===== src/rtl/sbl_tst_pkg.sv =====
package sbl_tst_pkg;

    typedef enum logic [1:0] {PRG_MARCH, PRG_FBA, PRG_SLA, PRG_NONE} prg_e;
    typedef enum logic [1:0] {TG_PU_R, TG_PD_L, TG_PD_R, TG_ALL} tgt_e;
    typedef enum logic [2:0] {OP_HOLD, OP_RD, OP_W0, OP_W1, OP_PCH, OP_REL, OP_SLA} op_e;
    typedef enum logic [3:0] {
        PH_IDLE, PH_M_FILL, PH_M_ELEM, PH_F_FILL, PH_F_CELL,
        PH_S_FILL, PH_S_TGT, PH_S_ATK, PH_S_GAP, PH_S_RD, PH_DONE
    } phase_e;

    // one operation: lvl = precharge level, side = 1 for line A, vv = supply bit
    typedef struct packed {
        op_e  kind;
        logic lvl;
        logic side;
        logic vv;
    } op_t;

    typedef struct packed {
        logic wl;
        logic bl_oe;
        logic bl_lvl;
        logic wwl_a;
        logic wwl_b;
        logic vvss;
    } lines_t;

    typedef struct packed {
        logic init;
        logic flt;
        logic side;
        logic vv;
        logic bg;
    } fba_set_t;

    localparam op_t OP_IDLE = '{kind: OP_HOLD, lvl: 1'b0, side: 1'b0, vv: 1'b0};

    function automatic op_t wr_op(input logic v);
        op_t o;
        o      = OP_IDLE;
        o.kind = v ? OP_W1 : OP_W0;
        return o;
    endfunction

    function automatic fba_set_t fba_setup(input tgt_e t, input logic bg_in);
        fba_set_t s;
        s.vv = 1'b1;
        case (t)
            TG_PD_L: begin s.init = 1'b0; s.flt = 1'b1; s.side = 1'b0; s.bg = 1'b1; end
            TG_PD_R: begin s.init = 1'b1; s.flt = 1'b1; s.side = 1'b1; s.bg = 1'b1; end
            default: begin s.init = 1'b0; s.flt = 1'b0; s.side = 1'b1; s.bg = bg_in; end
        endcase
        return s;
    endfunction

    function automatic lines_t enc_op(input op_t o);
        lines_t l;
        l = '0;
        case (o.kind)
            OP_RD:  begin l.wl = 1'b1; l.bl_oe = 1'b1; l.bl_lvl = 1'b1; end
            OP_W0:  begin l.wl = 1'b1; l.bl_oe = 1'b1; l.wwl_b = 1'b1; end
            OP_W1:  begin l.wl = 1'b1; l.bl_oe = 1'b1; l.wwl_a = 1'b1; l.vvss = 1'b1; end
            OP_PCH: begin l.bl_oe = 1'b1; l.bl_lvl = o.lvl; l.vvss = o.vv; end
            OP_REL: begin l.wl = 1'b1; l.wwl_a = o.side; l.wwl_b = ~o.side; l.vvss = o.vv; end
            OP_SLA: begin l.wwl_a = 1'b1; l.wwl_b = 1'b1; l.vvss = o.vv; end
            default: l = '0;
        endcase
        return l;
    endfunction

endpackage


===== src/rtl/sbl_line_enc.sv =====
module sbl_line_enc
    import sbl_tst_pkg::*;
(
    input  op_t    op,
    output lines_t lines
);
    always_comb lines = enc_op(op);
endmodule


===== src/rtl/sbl_rd_cmp.sv =====
module sbl_rd_cmp #(
    parameter int ROW_W = 8,
    parameter int COL_W = 7
) (
    input  logic             clk,
    input  logic             rst,
    input  logic             clr,
    input  logic             rd_en,
    input  logic             exp_bit,
    input  logic             rd_bit,
    input  logic [ROW_W-1:0] row,
    input  logic [COL_W-1:0] col,
    output logic             fail,
    output logic [ROW_W-1:0] fail_row,
    output logic [COL_W-1:0] fail_col
);
    always_ff @(posedge clk) begin
        if (rst) begin
            fail     <= 1'b0;
            fail_row <= '0;
            fail_col <= '0;
        end else if (clr) begin
            fail     <= 1'b0;
            fail_row <= '0;
            fail_col <= '0;
        end else if (rd_en && (rd_bit != exp_bit) && !fail) begin
            fail     <= 1'b1;
            fail_row <= row;
            fail_col <= col;
        end
    end
endmodule


===== src/rtl/sbl_seq_fsm.sv =====
module sbl_seq_fsm
    import sbl_tst_pkg::*;
#(
    parameter int          ROWS        = 256,
    parameter int          COLS        = 128,
    parameter int          DUR_W       = 4,
    parameter int          SLA_CYC     = 2,
    parameter logic [7:0]  SLA_TGT_TBL = 8'hFF,
    parameter logic [7:0]  SLA_BG_TBL  = 8'hFF,
    localparam int         ROW_W       = $clog2(ROWS),
    localparam int         COL_W       = $clog2(COLS)
) (
    input  logic             clk,
    input  logic             rst,
    input  logic             start,
    input  prg_e             prog,
    input  tgt_e             tsel,
    input  logic             bg_val,
    input  logic             vvss_lvl,
    input  logic             sla_val,
    input  logic [ROW_W-1:0] sla_row,
    input  logic [DUR_W-1:0] pch_len,
    input  logic [DUR_W-1:0] rel_len,
    output op_t              op,
    output logic [ROW_W-1:0] row_o,
    output logic [COL_W-1:0] col_o,
    output logic             exp_o,
    output logic             done_o,
    output logic             clr_o
);
    localparam int SLA_W = $clog2(SLA_CYC + 1);
    localparam int CNT_W = (DUR_W > SLA_W) ? DUR_W : SLA_W;

    phase_e           ph;
    logic [ROW_W-1:0] row;
    logic [COL_W-1:0] col;
    logic [2:0]       step;
    logic [CNT_W-1:0] cnt;
    tgt_e             tgt_q;
    logic             all_q, bg_q, vv_q, st_q;
    logic [ROW_W-1:0] srow_q;
    logic [DUR_W-1:0] pch_q, rel_q;

    fba_set_t         fs;
    logic             last_row, last_col, last_cell;
    logic [2:0]       sla_idx;
    logic [CNT_W:0]   cnt_nx, pch_eff, rel_eff;
    logic             idle_like;

    always_comb begin
        fs        = fba_setup(tgt_q, bg_q);
        last_row  = (row == ROW_W'(ROWS - 1));
        last_col  = (col == COL_W'(COLS - 1));
        last_cell = last_row && last_col;
        sla_idx   = {st_q, bg_q, vv_q};
        cnt_nx    = {1'b0, cnt} + 1'b1;
        pch_eff   = (pch_q == '0) ? (CNT_W+1)'(1) : (CNT_W+1)'(pch_q);
        rel_eff   = (rel_q == '0) ? (CNT_W+1)'(1) : (CNT_W+1)'(rel_q);
        idle_like = (ph == PH_IDLE) || (ph == PH_DONE);
        clr_o     = idle_like && start;
        done_o    = (ph == PH_DONE);
        row_o     = (ph == PH_S_TGT) ? srow_q : row;
        col_o     = col;
    end

    // operation presented in the current cycle
    always_comb begin
        op    = OP_IDLE;
        exp_o = 1'b0;
        case (ph)
            PH_M_FILL: op = wr_op(1'b0);
            PH_M_ELEM: begin
                case (step)
                    3'd0:    op = wr_op(1'b1);
                    3'd1:    begin op.kind = OP_RD; exp_o = 1'b1; end
                    3'd2:    op = wr_op(1'b0);
                    default: begin op.kind = OP_RD; exp_o = 1'b0; end
                endcase
            end
            PH_F_FILL: op = wr_op(fs.bg);
            PH_F_CELL: begin
                case (step)
                    3'd0:    op = wr_op(fs.init);
                    3'd1:    begin op.kind = OP_PCH; op.lvl = fs.flt; op.vv = fs.vv; end
                    3'd2:    begin op.kind = OP_REL; op.side = fs.side; op.vv = fs.vv; end
                    3'd3:    begin op.kind = OP_RD; exp_o = fs.init; end
                    default: op = wr_op(fs.bg);
                endcase
            end
            PH_S_FILL: op = wr_op(bg_q);
            PH_S_TGT:  op = wr_op(st_q);
            PH_S_ATK:  begin op.kind = OP_SLA; op.vv = vv_q; end
            PH_S_RD: begin
                op.kind = OP_RD;
                exp_o   = (row == srow_q) ? SLA_TGT_TBL[sla_idx] : SLA_BG_TBL[sla_idx];
            end
            default: op = OP_IDLE;
        endcase
    end

    always_ff @(posedge clk) begin
        if (rst) begin
            ph     <= PH_IDLE;
            row    <= '0;
            col    <= '0;
            step   <= '0;
            cnt    <= '0;
            tgt_q  <= TG_PU_R;
            all_q  <= 1'b0;
            bg_q   <= 1'b0;
            vv_q   <= 1'b0;
            st_q   <= 1'b0;
            srow_q <= '0;
            pch_q  <= '0;
            rel_q  <= '0;
        end else begin
            case (ph)
                PH_IDLE, PH_DONE: begin
                    if (start) begin
                        row    <= '0;
                        col    <= '0;
                        step   <= '0;
                        cnt    <= '0;
                        all_q  <= (tsel == TG_ALL);
                        tgt_q  <= (tsel == TG_ALL) ? TG_PU_R : tsel;
                        bg_q   <= bg_val;
                        vv_q   <= vvss_lvl;
                        st_q   <= sla_val;
                        srow_q <= sla_row;
                        pch_q  <= pch_len;
                        rel_q  <= rel_len;
                        case (prog)
                            PRG_MARCH: ph <= PH_M_FILL;
                            PRG_FBA:   ph <= PH_F_FILL;
                            PRG_SLA:   ph <= PH_S_FILL;
                            default:   ph <= PH_DONE;
                        endcase
                    end
                end
                PH_M_FILL, PH_F_FILL: begin
                    if (last_cell) begin
                        row <= '0;
                        col <= '0;
                        ph  <= (ph == PH_M_FILL) ? PH_M_ELEM : PH_F_CELL;
                    end else if (last_row) begin
                        row <= '0;
                        col <= col + 1'b1;
                    end else begin
                        row <= row + 1'b1;
                    end
                end
                PH_M_ELEM: begin
                    if (step == 3'd3) begin
                        step <= '0;
                        if (last_cell) begin
                            row <= '0;
                            col <= '0;
                            ph  <= PH_DONE;
                        end else if (last_row) begin
                            row <= '0;
                            col <= col + 1'b1;
                        end else begin
                            row <= row + 1'b1;
                        end
                    end else begin
                        step <= step + 3'd1;
                    end
                end
                PH_F_CELL: begin
                    case (step)
                        3'd1: begin
                            if (cnt_nx >= pch_eff) begin
                                step <= 3'd2;
                                cnt  <= '0;
                            end else begin
                                cnt <= cnt + 1'b1;
                            end
                        end
                        3'd2: begin
                            if (cnt_nx >= rel_eff) begin
                                step <= 3'd3;
                                cnt  <= '0;
                            end else begin
                                cnt <= cnt + 1'b1;
                            end
                        end
                        3'd4: begin
                            step <= '0;
                            if (last_cell) begin
                                row <= '0;
                                col <= '0;
                                if (all_q && (tgt_q != TG_PD_R)) begin
                                    tgt_q <= tgt_e'(2'(tgt_q) + 2'd1);
                                    ph    <= PH_F_FILL;
                                end else begin
                                    ph <= PH_DONE;
                                end
                            end else if (last_row) begin
                                row <= '0;
                                col <= col + 1'b1;
                            end else begin
                                row <= row + 1'b1;
                            end
                        end
                        default: step <= step + 3'd1;
                    endcase
                end
                PH_S_FILL: begin
                    if (last_row) begin
                        row <= '0;
                        ph  <= PH_S_TGT;
                    end else begin
                        row <= row + 1'b1;
                    end
                end
                PH_S_TGT: begin
                    cnt <= '0;
                    ph  <= PH_S_ATK;
                end
                PH_S_ATK: begin
                    if (cnt_nx >= (CNT_W+1)'(SLA_CYC)) begin
                        cnt <= '0;
                        ph  <= PH_S_GAP;
                    end else begin
                        cnt <= cnt + 1'b1;
                    end
                end
                PH_S_GAP: begin
                    row <= '0;
                    ph  <= PH_S_RD;
                end
                PH_S_RD: begin
                    if (last_row) begin
                        row <= '0;
                        if (last_col) begin
                            col <= '0;
                            ph  <= PH_DONE;
                        end else begin
                            col <= col + 1'b1;
                            ph  <= PH_S_FILL;
                        end
                    end else begin
                        row <= row + 1'b1;
                    end
                end
                default: ph <= PH_IDLE;
            endcase
        end
    end
endmodule


===== src/rtl/sbl_test_seq.sv =====
module sbl_test_seq
    import sbl_tst_pkg::*;
#(
    parameter int         ROWS        = 256,
    parameter int         COLS        = 128,
    parameter int         DUR_W       = 4,
    parameter int         SLA_CYC     = 2,
    parameter logic [7:0] SLA_TGT_TBL = 8'hFF,
    parameter logic [7:0] SLA_BG_TBL  = 8'hFF,
    localparam int        ROW_W       = $clog2(ROWS),
    localparam int        COL_W       = $clog2(COLS)
) (
    input  logic             clk,
    input  logic             rst,
    input  logic             start,
    input  logic [1:0]       prog,
    input  logic [1:0]       tsel,
    input  logic             bg_val,
    input  logic             vvss_lvl,
    input  logic             sla_val,
    input  logic [ROW_W-1:0] sla_row,
    input  logic [DUR_W-1:0] pch_len,
    input  logic [DUR_W-1:0] rel_len,
    input  logic             rd_bit,
    output logic             wl,
    output logic             bl_oe,
    output logic             bl_lvl,
    output logic             wwl_a,
    output logic             wwl_b,
    output logic             vvss,
    output logic [ROW_W-1:0] row_addr,
    output logic [COL_W-1:0] col_addr,
    output logic             done,
    output logic             fail,
    output logic [ROW_W-1:0] fail_row,
    output logic [COL_W-1:0] fail_col
);
    op_t    cur_op;
    lines_t lines;
    logic   exp_bit, clr;

    sbl_seq_fsm #(
        .ROWS(ROWS), .COLS(COLS), .DUR_W(DUR_W), .SLA_CYC(SLA_CYC),
        .SLA_TGT_TBL(SLA_TGT_TBL), .SLA_BG_TBL(SLA_BG_TBL)
    ) u_fsm (
        .clk(clk), .rst(rst), .start(start),
        .prog(prg_e'(prog)), .tsel(tgt_e'(tsel)),
        .bg_val(bg_val), .vvss_lvl(vvss_lvl), .sla_val(sla_val), .sla_row(sla_row),
        .pch_len(pch_len), .rel_len(rel_len),
        .op(cur_op), .row_o(row_addr), .col_o(col_addr),
        .exp_o(exp_bit), .done_o(done), .clr_o(clr)
    );

    sbl_line_enc u_enc (.op(cur_op), .lines(lines));

    sbl_rd_cmp #(.ROW_W(ROW_W), .COL_W(COL_W)) u_cmp (
        .clk(clk), .rst(rst), .clr(clr),
        .rd_en(cur_op.kind == OP_RD), .exp_bit(exp_bit), .rd_bit(rd_bit),
        .row(row_addr), .col(col_addr),
        .fail(fail), .fail_row(fail_row), .fail_col(fail_col)
    );

    assign wl     = lines.wl;
    assign bl_oe  = lines.bl_oe;
    assign bl_lvl = lines.bl_lvl;
    assign wwl_a  = lines.wwl_a;
    assign wwl_b  = lines.wwl_b;
    assign vvss   = lines.vvss;
endmodule


===== config.mk =====
export PLATFORM = sky130hd
export DESIGN_NAME = sbl_test_seq
export DESIGN_NICKNAME = d
export VERILOG_FILES = /design/src/rtl/sbl_tst_pkg.sv /design/src/rtl/sbl_line_enc.sv /design/src/rtl/sbl_rd_cmp.sv /design/src/rtl/sbl_seq_fsm.sv /design/src/rtl/sbl_test_seq.sv
export SDC_FILE = /design/constraint.sdc
export NUM_CORES = 1
export LEC_CHECK = 0
export ABC_AREA = 1
export BUFFER_PORTS_ARGS = -buffer_cell sky130_fd_sc_hd__buf_2
export CORE_MARGIN = 2
export CORE_UTILIZATION = 35
export CTS_BUF_LIST = sky130_fd_sc_hd__clkbuf_8
export DETAILED_ROUTE_END_ITERATION = 8
export GPL_TIMING_DRIVEN = 0
export PLACE_DENSITY = 0.57
export SYNTH_ARGS = -nofsm -noshare
export SYNTH_HDL_FRONTEND = slang
export SYNTH_HIERARCHICAL = 1
export SYNTH_SLANG_ARGS = --single-unit

===== constraint.sdc =====
create_clock -name clk -period 2.6 [get_ports clk]
set_input_delay 0.13 -clock clk [delete_from_list [all_inputs] [get_ports clk]]
set_output_delay 0.13 -clock clk [all_outputs]
set_load 0.03 [all_outputs]

==> results of run 1 <==
-- kinds of logic (layout without fill, tap and decap cells) --
logic type      after synthesis  after routing
xor+xnor                      7              7
flops                        64             64
compound gates              129            129
simple gates                296            296
buf+inv                     115            206
fa+ha+maj                    20             20
-- synthesized netlist by cell type --
cell	count	share of area
sky130_fd_sc_hd__a211oi_1	1	0.0018
sky130_fd_sc_hd__a21boi_1	1	0.0018
sky130_fd_sc_hd__a21oi_1	57	0.067
sky130_fd_sc_hd__a21oi_2	1	0.0021
sky130_fd_sc_hd__a21oi_4	1	0.0038
sky130_fd_sc_hd__a31o_2	3	0.0062
sky130_fd_sc_hd__a31oi_1	1	0.0015
sky130_fd_sc_hd__buf_1	1	0.00088
sky130_fd_sc_hd__buf_2	5	0.0059
sky130_fd_sc_hd__buf_4	2	0.0035
sky130_fd_sc_hd__buf_6	8	0.021
sky130_fd_sc_hd__clkbuf_1	4	0.0035
sky130_fd_sc_hd__clkinv_1	1	0.00088
sky130_fd_sc_hd__dfxtp_1	64	0.30
sky130_fd_sc_hd__ha_1	20	0.059
sky130_fd_sc_hd__inv_1	76	0.067
sky130_fd_sc_hd__inv_2	18	0.016
sky130_fd_sc_hd__nand2_1	127	0.11
sky130_fd_sc_hd__nand2_2	7	0.010
sky130_fd_sc_hd__nand2_4	5	0.013
sky130_fd_sc_hd__nand3_1	46	0.054
sky130_fd_sc_hd__nand3_2	13	0.031
sky130_fd_sc_hd__nand3_4	1	0.0041
sky130_fd_sc_hd__nand4_1	7	0.010
sky130_fd_sc_hd__nor2_1	66	0.058
sky130_fd_sc_hd__nor2_2	8	0.012
sky130_fd_sc_hd__nor2_4	7	0.019
sky130_fd_sc_hd__nor2_8	1	0.0047
sky130_fd_sc_hd__nor3_1	7	0.0082
sky130_fd_sc_hd__o211ai_1	6	0.011
sky130_fd_sc_hd__o21a_1	2	0.0035
sky130_fd_sc_hd__o21ai_0	40	0.047
sky130_fd_sc_hd__o21ai_1	7	0.0082
sky130_fd_sc_hd__o21ai_2	2	0.0041
sky130_fd_sc_hd__o21bai_1	2	0.0035
sky130_fd_sc_hd__o221ai_1	1	0.0021
sky130_fd_sc_hd__o22ai_1	2	0.0029
sky130_fd_sc_hd__o311ai_0	1	0.0021
sky130_fd_sc_hd__o31ai_1	1	0.0018
sky130_fd_sc_hd__or2_2	1	0.0015
sky130_fd_sc_hd__xnor2_1	1	0.0021
sky130_fd_sc_hd__xor2_1	6	0.012
-- through the flow --
stage          total power, uW  instances  area, sq um  hold WS (ps)
6_report                  5280        869         5100          21.4
3_5_place_dp              4340        842         4760           361
2_1_floorplan             3670        631         4260           265
4_1_cts                   5260        868         5060          2.29
5_1_grt                   5730        869         5100          11.2
3_3_place_gp              4300        842         4760           352
-- state kept, by name, summed over array words and instances (netlist names), 7 cells and up --
| name | cells |
|---|---|
| u_cmp/fail_col | 7 |
| u_cmp/fail_row | 8 |
| u_fsm/col_o | 7 |
| u_fsm/row | 8 |
| u_fsm/srow_q | 8 |
-- power groups by stage --
stage / sequential (uW) / clock (uW) / combinational (uW)
CTS: 1400 / 913 / 2950
global route: 1450 / 948 / 3330
global placement: 1420 / 0 / 2880
finish: 1410 / 872 / 3000
floorplan: 1510 / 0 / 2170
detailed placement: 1420 / 0 / 2920
-- layer usage --
metal	wire length, microns	share of wire
met1	5160	0.45
met2	5560	0.49
met3	604	0.053
met4	87	0.0076
met5	0	0
-- worst max-delay path: cells and delay by family, from the launching register on --
family | cells | cell delay [ps]
DFF | 1 | 390
and+or+nand+nor | 4 | 550
AOI/OAI and AO/OA | 2 | 260
adders and majority gates | 1 | 190
buffers and inverters | 4 | 580
-- timing repair --
| action | CTS | global route |
|---|---|---|
| resized for setup | 2 | 16 |
| hold buffers | 9 | 0 |
| hold endpoints to repair | 9 | 0 |
| endpoints found under the setup margin | 22 | 22 |
| setup buffers | 1 | 1 |
| pin swaps | 1 | 3 |
-- area by class of cell --
class | instances | area share
plain buffers | 20 | 0.0299
clock buffers | 11 | 0.0297
clock inverters | 5 | 0.00932
inverters | 95 | 0.0699
multi-input cells | 452 | 0.488
flip-flops and latches | 64 | 0.253
well taps | 147 | 0.0360
repair buffers | 75 | 0.0839
-- path summary, 6_finish.rpt --
kind	start	end	slack, ps	cells past startpoint
setup reg to reg	u_fsm/step[1]$_SDFFE_PP0P_	u_cmp/fail_col[5]$_SDFFE_PP0P_	220	15
hold / removal	pch_len[0]	u_fsm/pch_q[0]$_SDFFE_PP0P_	20	3
hold reg to reg	u_cmp/fail_col[0]$_SDFFE_PP0P_	u_cmp/fail_col[0]$_SDFFE_PP0P_	480	2
setup / recovery	u_fsm/step[1]$_SDFFE_PP0P_	wwl_a	130	11
==> run summary, run 1 <==
=================================================================================
Multi-input logic area                                                 2490 sq um
Via count                                                                   4,286
Data arrival time of the critical path                                    2340 ps
Reported max-cap violation count                                                0
Max stage delay on crit path                                               390 ps
Highest-count cells in the layout ignoring fill and taps             sky130_fd_sc_hd__nand2_1 (126), sky130_fd_sc_hd__inv_1 (76), sky130_fd_sc_hd__buf_2 (68)
Busiest layer in global routing                                              met2
Top fanout value on the critical path                                           5
Syn_area_per_cell                                                      6.75 sq um
Global-route congestion overflow total                                          0
Layout filler cell count                                                    1,263
Number of sinks driven by the clock tree                                       64
Inserted Clock Buffers                                                          9
Clock latency of the later-clocked register in the worst-skew pair         360 ps
Nature of the critical path endpoint                                   output pin
WS Path Type                                                         flip-flop to output pin
Met3 GRT Util                                                              0.0482
Fraction of power spent switching nets                                      0.482
Root Buffer Master                                                   sky130_fd_sc_hd__clkbuf_8
Via count of the first global-routing pass                                  3,988
Final antenna-violating net count                                               0
Mapped Area                                                            4260 sq um
Data required time at the worst endpoint                                  2470 ps
Level count of the clock H-tree                                                 3
Power per standard cell area                                         1040 nW/um^2
Worst slack at placement                                                  -162 ps
First-pass iteration count of the detailed router                               4
Proportion of synthesized chip area in sequential cells                     0.301
Final Skew                                                                7.12 ps
Min-Delay Path Class                                                 input pin to flip-flop
Die X                                                                 114 microns
Combined flip-flop and latch cell area                                 1290 sq um
Final Routed Wirelength                                              11,400 microns
Buffers from clock root to sink, at most                                        2
Combinational family with the most area after synthesis              simple AND/OR/NAND/NOR gates
Share of layout cells above drive strength 1                                0.240
Part of the total power dissipated in the clock network                     0.165
Combinational group share of total power                                    0.567
Number of I/O port buffers                                                     64
Least-Margin Pin Slew                                                      607 ps
Count of yosys warnings during synthesis                                        6
First-iteration detailed-routing DRC count                                    223
Global routing met1 resource utilization                                    0.219
Most common cell after layout, fill and taps aside                   sky130_fd_sc_hd__nand2_1
Met2 Track Usage GR                                                         0.321
Xor and xnor fraction of the mapped netlist area                           0.0144
Floorplan core area                                                  12,000 sq um
Worst-case vdd ir drop                                                     467 uV
Synthesis-to-layout area growth                                             19.8%
Final weighted congestion of routability-driven global placement            0.890
Simple logic cell fraction of the synthesized area                          0.337
Synthesized netlist net count                                                 678
Reg clk slew, reported paths                                                70 ps
Synth Register Bits                                                            64
Global-route wire length before repair                               18,600 microns
Initial Util                                                                0.356
Net switching power                                                       2550 uW
Slew Viols, Final                                                               0
Setup repair after global routing missed its margin                            no
Chip Height                                                           114 microns
Number of core rows                                                            40
Adder-Cell Fraction of Synth Area                                          0.0588
Residual DRC count                                                              0
Remaining max-slew budget at the tightest pin                               0.595
Outcome                                                              finished, final reports clean
Detail-routed via count per cell                                             4.93
Complex-gate fraction of the synthesized area                               0.170
Count of mapped cells out of synthesis                                        631
Die ar.                                                              13,100 sq um
Critical path cell sequence                                          inv_1 -> ha_1 -> nand2_1 -> inv_1 -> nor3_1 -> o22ai_1 -> o211ai_1 -> buf_4 -> nand3_1 -> nand3_1 -> clkbuf_4
Sum Neg Setup Slack                                                          0 ps
Final count of hold timing violations                                           0
Number of different library cells in the post-synthesis netlist                42
Final HPWL from detailed placement                                   8800 microns
Cell Int Power                                                            2740 uW
Minimum setup slack in the final design                                    129 ps
Time the final worst path needs with I/O delays and setup                 2470 ps
Initial antenna violation count                                                 0
# IOs                                                                          65
Post-layout util                                                            0.427
Number of antenna cells inserted                                                0
TritonCTS clock tree                                                          yes
Fin crit share                                                              0.950
Sequential Power Share                                                      0.268
Cell with the biggest individual delay on the critical path          sky130_fd_sc_hd__dfxtp_1
Net count of the finished layout                                              764
LEAKAGE                                                                0.00229 uW
Average wire per cell in the routed design                           13.1 microns
Maximum number of pins on one net before global-route repair                   11
Fmax                                                                      405 MHz
Setup Viol. Count Final                                                         0
Fraction of synthesized area in multiplexers                                    0
Worst setup SP type                                                     flip-flop
Overall global routing resource usage                                       0.181
=================================================================================
No activity file was read; power rests on OpenSTA's default activity.
==> inputs of run 2 (changes only) <==
CORE_UTILIZATION = 58   (was 35)
CTS_BUF_LIST = sky130_fd_sc_hd__clkbuf_4 sky130_fd_sc_hd__clkbuf_8 sky130_fd_sc_hd__clkbuf_16   (was sky130_fd_sc_hd__clkbuf_8)
PLACE_DENSITY = 0.84   (was 0.57)
==> run 2 against run 1 <==
Effect of this change:
- worst setup slack improved by 86 ps
- via count rose by 1.9%
- non-clock buffer count shrank 9
- critical path type unchanged
==> run summary, run 2 (synthesis gave the netlist of run 1 again) <==
=================================================================================
Average wire per cell in the routed design                           13.3 microns
Final count of hold timing violations                                           0
Initial antenna violation count                                                 0
# IOs                                                                          65
Final Skew                                                                10.4 ps
Detail-routed via count per cell                                             5.38
Buffers from clock root to sink, at most                                        2
Reg clk slew, reported paths                                                70 ps
Minimum setup slack in the final design                                    215 ps
Least-Margin Pin Slew                                                      590 ps
Worst-case vdd ir drop                                                     538 uV
Nature of the critical path endpoint                                   output pin
Overall global routing resource usage                                       0.269
Slew Viols, Final                                                               0
Power per standard cell area                                         1060 nW/um^2
LEAKAGE                                                                0.00224 uW
Final weighted congestion of routability-driven global placement            0.966
Number of sinks driven by the clock tree                                       64
Initial Util                                                                0.593
Setup repair after global routing missed its margin                            no
Time the final worst path needs with I/O delays and setup                 2380 ps
Hold buffers post-CTS                                                           0
First-iteration detailed-routing DRC count                                    350
Residual DRC count                                                              0
Final HPWL from detailed placement                                   8140 microns
Smallest hold slack                                                       25.3 ps
Inserted Clock Buffers                                                          9
Outcome                                                              finished, final reports clean
Fin crit share                                                              0.917
Fmax                                                                      419 MHz
Worst r2r path cells                                                           12
TritonCTS clock tree                                                          yes
Die ar.                                                                8040 sq um
Via count of the first global-routing pass                                  3,885
Via count                                                                   4,366
Most common cell after layout, fill and taps aside                   sky130_fd_sc_hd__nand2_1
Final Routed Wirelength                                              10,800 microns
Remaining max-slew budget at the tightest pin                               0.607
Clock latency of the later-clocked register in the worst-skew pair         330 ps
Final antenna-violating net count                                               0
Number of antenna cells inserted                                                0
Worst setup SP type                                                     flip-flop
Net count of the finished layout                                              755
Data required time at the worst endpoint                                  2470 ps
First-pass iteration count of the detailed router                               5
Share of layout cells above drive strength 1                                0.248
Synthesis-to-layout area growth                                             16.5%
Worst slack at placement                                                  -205 ps
Global-route congestion overflow total                                          0
Root Buffer Master                                                   sky130_fd_sc_hd__clkbuf_8
Hold-critical path depth                                                        3
Floorplan core area                                                    7180 sq um
Setup Viol. Count Final                                                         0
Layout filler cell count                                                      632
Min-Delay Path Class                                                 input pin to flip-flop
Post-layout util                                                            0.691
Top fanout value on the critical path                                          10
Die X                                                                89.7 microns
Level count of the clock H-tree                                                 3
Number of I/O port buffers                                                     64
WS Path Type                                                         flip-flop to output pin
Sum Neg Setup Slack                                                          0 ps
Reported max-cap violation count                                                0
Maximum number of pins on one net before global-route repair                   13
Global-route wire length before repair                               17,100 microns
Leading registers by flop count                                      u_cmp/fail_row: 8 flops, u_fsm/row: 8 flops, u_fsm/srow_q: 8 flops
Number of core rows                                                            31
Total power of the final layout                                           5280 uW
Data arrival time of the critical path                                    2250 ps
Highest-count cells in the layout ignoring fill and taps             sky130_fd_sc_hd__nand2_1 (126), sky130_fd_sc_hd__inv_1 (75), sky130_fd_sc_hd__buf_2 (68)
Chip Height                                                          89.7 microns
=================================================================================
[run 2: metrics by stage]
stage | cell area, sq um | std cells
2_1_floorplan | 4260 | 631
3_3_place_gp | 4700 | 794
3_5_place_dp | 4700 | 794
4_1_cts | 4910 | 810
5_1_grt | 4960 | 812
6_report | 4960 | 812
[run 2: layout make-up]
type,instances,area (sq um),area share
plain buffers,20,149,0.0300
clock buffers,10,138,0.0277
multi-input cells,452,2490,0.503
well taps,99,124,0.0250
inverters,95,357,0.0719
clock inverters,6,67.6,0.0136
flip-flops and latches,64,1290,0.261
repair buffers,66,338,0.0681
[run 2: worst paths after layout]
| path | start | endpoint | slack (ps) |
|---|---|---|---|
| max reg2reg | u_fsm/cnt[1]$_SDFFE_PP0P_ | u_fsm/step[0]$_SDFFE_PP0P_ | 280 |
| min | pch_len[0] | u_fsm/pch_q[0]$_SDFFE_PP0P_ | 30 |
| max | u_fsm/ph[1]$_SDFFE_PP0P_ | row_addr[6] | 220 |
| min reg2reg | u_fsm/st_q$_SDFFE_PP0P_ | u_fsm/st_q$_SDFFE_PP0P_ | 480 |
[run 2: worst max-delay path, cell delays in order, from the launching register on]
cell and delay [ps]:
sky130_fd_sc_hd__dfxtp_2 400, sky130_fd_sc_hd__inv_2 50, sky130_fd_sc_hd__nor2_2 180, sky130_fd_sc_hd__nand2_1 180, sky130_fd_sc_hd__inv_1 250, sky130_fd_sc_hd__clkbuf_1 320
sky130_fd_sc_hd__nand2_1 110, sky130_fd_sc_hd__o21ai_0 160, sky130_fd_sc_hd__buf_2 270
[run 2: what timing repair did]
| action | 4_1_cts | 5_1_grt |
|---|---|---|
| setup endpoints to repair | 22 | 28 |
| resized for setup | 1 | 17 |
| buffers inserted | 0 | 2 |
| pin swaps | 0 | 1 |
[run 2: power breakdown]
group / internal, uW / switching (uW) / leakage [uW]
Clock: 472 / 401 / 0.0000989
Combinational: 1000 / 1980 / 0.00161
Sequential: 1240 / 180 / 0.000526
[run 2: routing by layer]
metal | track usage | vias to the layer above | routed length (microns)
li1 | - | 2190 | -
met1 | 0.330 | 1985 | 4560
met2 | 0.483 | 171 | 5430
met3 | 0.0420 | 20 | 635
met4 | 0.0841 | 0 | 167
met5 | 0 | - | 0
==> inputs of run 3 (changes only) <==
ABC_AREA = not set   (was 1)
CORE_UTILIZATION = 57   (was 58)
PLACE_DENSITY = 0.83   (was 0.84)
==> run 3 against run 2 <==
Effect of this change:
- the run now ends with negative setup slack left
- via count is 2.3% lower
- non-clock buffer count grew 24
- sequential share of layout area fell by 0.48 points
- worst setup slack lost 220 ps
- clock-buffer cell count rose by 3
- combinational power down 25%
- global-route usage rose by 2.5 points
- synthesized cell count shrank 20%
- first-iteration DRC count is 44% higher
- clock power grew 4.0%
- worst hold slack worse by 4.9 ps
- register-to-register slack got worse by 290 ps
- critical path type is now flip-flop to flip-flop
- critical endpoint is now u_cmp/fail_row[0]$_SDFFE_PP0P_
==> run summary, run 3 <==
=========================================================================================
Proportion of synthesized chip area in sequential cells                             0.312
# IOs                                                                                  65
Initial antenna violation count                                                         0
Root Buffer Master                                                           sky130_fd_sc_hd__clkbuf_8
Post-Layout Inst Area                                                          5030 sq um
Max stage delay on crit path                                                       410 ps
Proportion of register bits with asynchronous set or reset after synthesis              0
Combinational group share of total power                                            0.515
Leading register cell type out of synthesis                                  sky130_fd_sc_hd__dfxtp_1
Placement-stage cell area                                                      4540 sq um
Global-route congestion overflow total                                                  0
Maximum number of pins on one net before global-route repair                           11
Top fanout value on the critical path                                                  15
Synthesis-to-layout area growth                                                     22.6%
First-iteration detailed-routing DRC count                                            505
Worst slack at placement                                                          -639 ps
Final Skew                                                                        6.15 ps
Syn_area_per_cell                                                              8.18 sq um
Buffers from clock root to sink, at most                                                2
Average wire per cell in the routed design                                   17.6 microns
Power per standard cell area                                                  865 nW/um^2
Floorplan core area                                                            6870 sq um
Remaining max-slew budget at the tightest pin                                       0.523
Fraction of synthesized area in multiplexers                                       0.0317
Xor and xnor fraction of the mapped netlist area                                   0.0335
Minimum setup slack in the final design                                          -6.28 ps
Layout filler cell count                                                              512
Min-Delay Path Class                                                         input pin to flip-flop
Fin crit share                                                                       1.00
Complex-gate fraction of the synthesized area                                       0.230
Violations in the final reports                                              negative setup slack
Combined flip-flop and latch cell area                                         1290 sq um
Data arrival time of the critical path                                            2870 ps
Net switching power                                                               1880 uW
Overall global routing resource usage                                               0.294
EDFF count, synth                                                                       0
Via count                                                                           4,266
Number of core rows                                                                    30
Simple logic cell fraction of the synthesized area                                  0.274
Sum Neg Setup Slack                                                              -10.5 ps
Fmax                                                                              384 MHz
Leading registers by flop count                                              u_cmp/fail_row: 8 flops, u_fsm/row: 8 flops, u_fsm/srow_q: 8 flops
Final HPWL from detailed placement                                           7990 microns
Die X                                                                        88.9 microns
Nature of the critical path endpoint                                            flip-flop
Inserted Clock Buffers                                                                  9
Top post-synthesis cells by area                                             sky130_fd_sc_hd__dfxtp_1 (31%), sky130_fd_sc_hd__ha_1 (6.1%), sky130_fd_sc_hd__a21oi_1 (5.6%), sky130_fd_sc_hd__nand2_1 (5.6%), sky130_fd_sc_hd__a211oi_2 (2.7%)
Clock latency of the later-clocked register in the worst-skew pair                 350 ps
Net count of the finished layout                                                      638
Data required time at the worst endpoint                                          2860 ps
Sequential Power Share                                                              0.277
Adder-Cell Fraction of Synth Area                                                  0.0610
Via count of the first global-routing pass                                          3,816
Share of layout cells above drive strength 1                                        0.308
Worst-case vdd ir drop                                                             532 uV
Critical path cell sequence                                                  buf_4 -> nor4b_4 -> buf_2 -> nand3_1 -> o211ai_1 -> buf_4 -> xnor2_2 -> clkbuf_4 -> o21ai_1 -> a211oi_2
TritonCTS clock tree                                                                  yes
Final antenna-violating net count                                                       0
Chip Height                                                                  88.9 microns
Area fraction of the dominant cell type after synthesis                             0.312
Most frequent cells after synthesis                                          sky130_fd_sc_hd__dfxtp_1 (64), sky130_fd_sc_hd__nand2_1 (61), sky130_fd_sc_hd__a21oi_1 (46), sky130_fd_sc_hd__nor2_1 (28)
Mapped Area                                                                    4110 sq um
Least-Margin Pin Slew                                                              715 ps
Fraction of power spent switching nets                                              0.432
Crit path max-delay family                                                   buffers and inverters
Highest-count cells in the layout ignoring fill and taps                     sky130_fd_sc_hd__buf_2 (62), sky130_fd_sc_hd__dfxtp_1 (60), sky130_fd_sc_hd__nand2_1 (60)
Final Routed Wirelength                                                      12,200 microns
Worst setup SP type                                                             flip-flop
Part of the total power dissipated in the clock network                             0.208
Final count of hold timing violations                                                   0
Slew Viols, Final                                                                       0
Reg clk slew, reported paths                                                        70 ps
Count of yosys warnings during synthesis                                                6
Number of I/O port buffers                                                             63
Most common cell after layout, fill and taps aside                           sky130_fd_sc_hd__buf_2
LEAKAGE                                                                        0.00195 uW
Number of different library cells in the post-synthesis netlist                        70
Time the final worst path needs with I/O delays and setup                         2610 ps
Reported max-cap violation count                                                        0
Die ar.                                                                        7900 sq um
Cell with the biggest individual delay on the critical path                  sky130_fd_sc_hd__dfxtp_4
Global-route wire length before repair                                       17,900 microns
Multi-input logic area                                                         2690 sq um
Synth Register Bits                                                                    64
First-pass iteration count of the detailed router                                       5
Setup Viol. Count Final                                                                 2
Buf/Inv on CP                                                                           4
Final weighted congestion of routability-driven global placement                    0.908
Count of mapped cells out of synthesis                                                502
Initial Util                                                                        0.598
WS Path Type                                                                 flip-flop to flip-flop
Synthesized netlist net count                                                         549
Cell Int Power                                                                    2480 uW
Largest area contributor in the netlist                                      sky130_fd_sc_hd__dfxtp_1
Number of antenna cells inserted                                                        0
Most common cell on crit path                                                sky130_fd_sc_hd__buf_4
Cell with the most instances after synthesis                                 sky130_fd_sc_hd__dfxtp_1
Number of sinks driven by the clock tree                                               64
Outcome                                                                      finished, violations left
Detail-routed via count per cell                                                     6.17
Combinational family with the most area after synthesis                      simple AND/OR/NAND/NOR gates
Residual DRC count                                                                      0
Level count of the clock H-tree                                                         3
=========================================================================================
## run 3: layout make-up
| cell class | instances | share of cell area |
|---|---|---|
| clock buffers | 13 | 0.0343 |
| clock inverters | 2 | 0.00746 |
| inverters | 20 | 0.0149 |
| well taps | 96 | 0.0239 |
| repair buffers | 81 | 0.0920 |
| plain buffers | 29 | 0.0375 |
| flip-flops and latches | 64 | 0.256 |
| multi-input cells | 386 | 0.534 |
## run 3: worst reg2reg max path: cells and delay by family, from the launching register on
family                 cells  cell delay [ps]
buffers and inverters      4              990
AND/OR/NAND/NOR            2              480
AO/OA/AOI/OAI              3              430
flip-flops                 1              410
XOR/XNOR                   1              210
## run 3: power groups by stage
stage,combinational [uW],sequential [uW],clock [uW]
2_1_floorplan,1490,1180,0
3_3_place_gp,1870,1190,0
3_5_place_dp,1930,1190,0
4_1_cts,2040,1180,911
5_1_grt,2410,1220,950
6_report,2240,1200,908
## run 3: path summary, 6_finish.rpt
path | start | to | slack, ps | cells past startpoint
hold reg to reg | u_fsm/rel_q[0]$_SDFFE_PP0P_ | u_fsm/rel_q[0]$_SDFFE_PP0P_ | 460 | 2
setup / recovery | u_fsm/ph[1]$_SDFFE_PP0P_ | u_cmp/fail_row[0]$_SDFFE_PP0P_ | -6 | 10
hold / removal | rel_len[1] | u_fsm/rel_q[1]$_SDFFE_PP0P_ | 20 | 3
setup reg to reg | u_fsm/ph[1]$_SDFFE_PP0P_ | u_cmp/fail_row[0]$_SDFFE_PP0P_ | -6 | 10
## run 3: metal layers
layer / up-vias / global-route usage / wire [microns] / part of all wire
met2: 245 / 0.495 / 6090 / 0.50
met5: - / 0 / 0 / 0
met1: 1999 / 0.376 / 4850 / 0.40
met3: 39 / 0.0438 / 906 / 0.075
met4: 0 / 0.121 / 318 / 0.026
li1: 1983 / - / - / -
## run 3: what timing repair did
action / in CTS / in global routing
gates cloned: 0 / 0
endpoints found under the setup margin: 22 / 31
setup buffers: 6 / 12
gates resized for setup: 23 / 34
pin swaps: 3 / 6
hold buffers: 0 / 0
## run 3: kinds of logic after synthesis
kind of cell,Yosys count
compound gates,139
buf+inv,52
xor+xnor,14
flops,64
mux,12
simple gates,201
fa+ha+maj,20
## run 3: per-stage QoR
stage	hold slack, ps	std cells	utilization	power, uW
6_report	20.4	691	0.733	4360
5_1_grt	24.8	691	0.733	4580
4_1_cts	14.8	681	0.707	4140
3_5_place_dp	382	661	0.661	3120
3_3_place_gp	372	661	0.661	3060
2_1_floorplan	266	502	-	2670
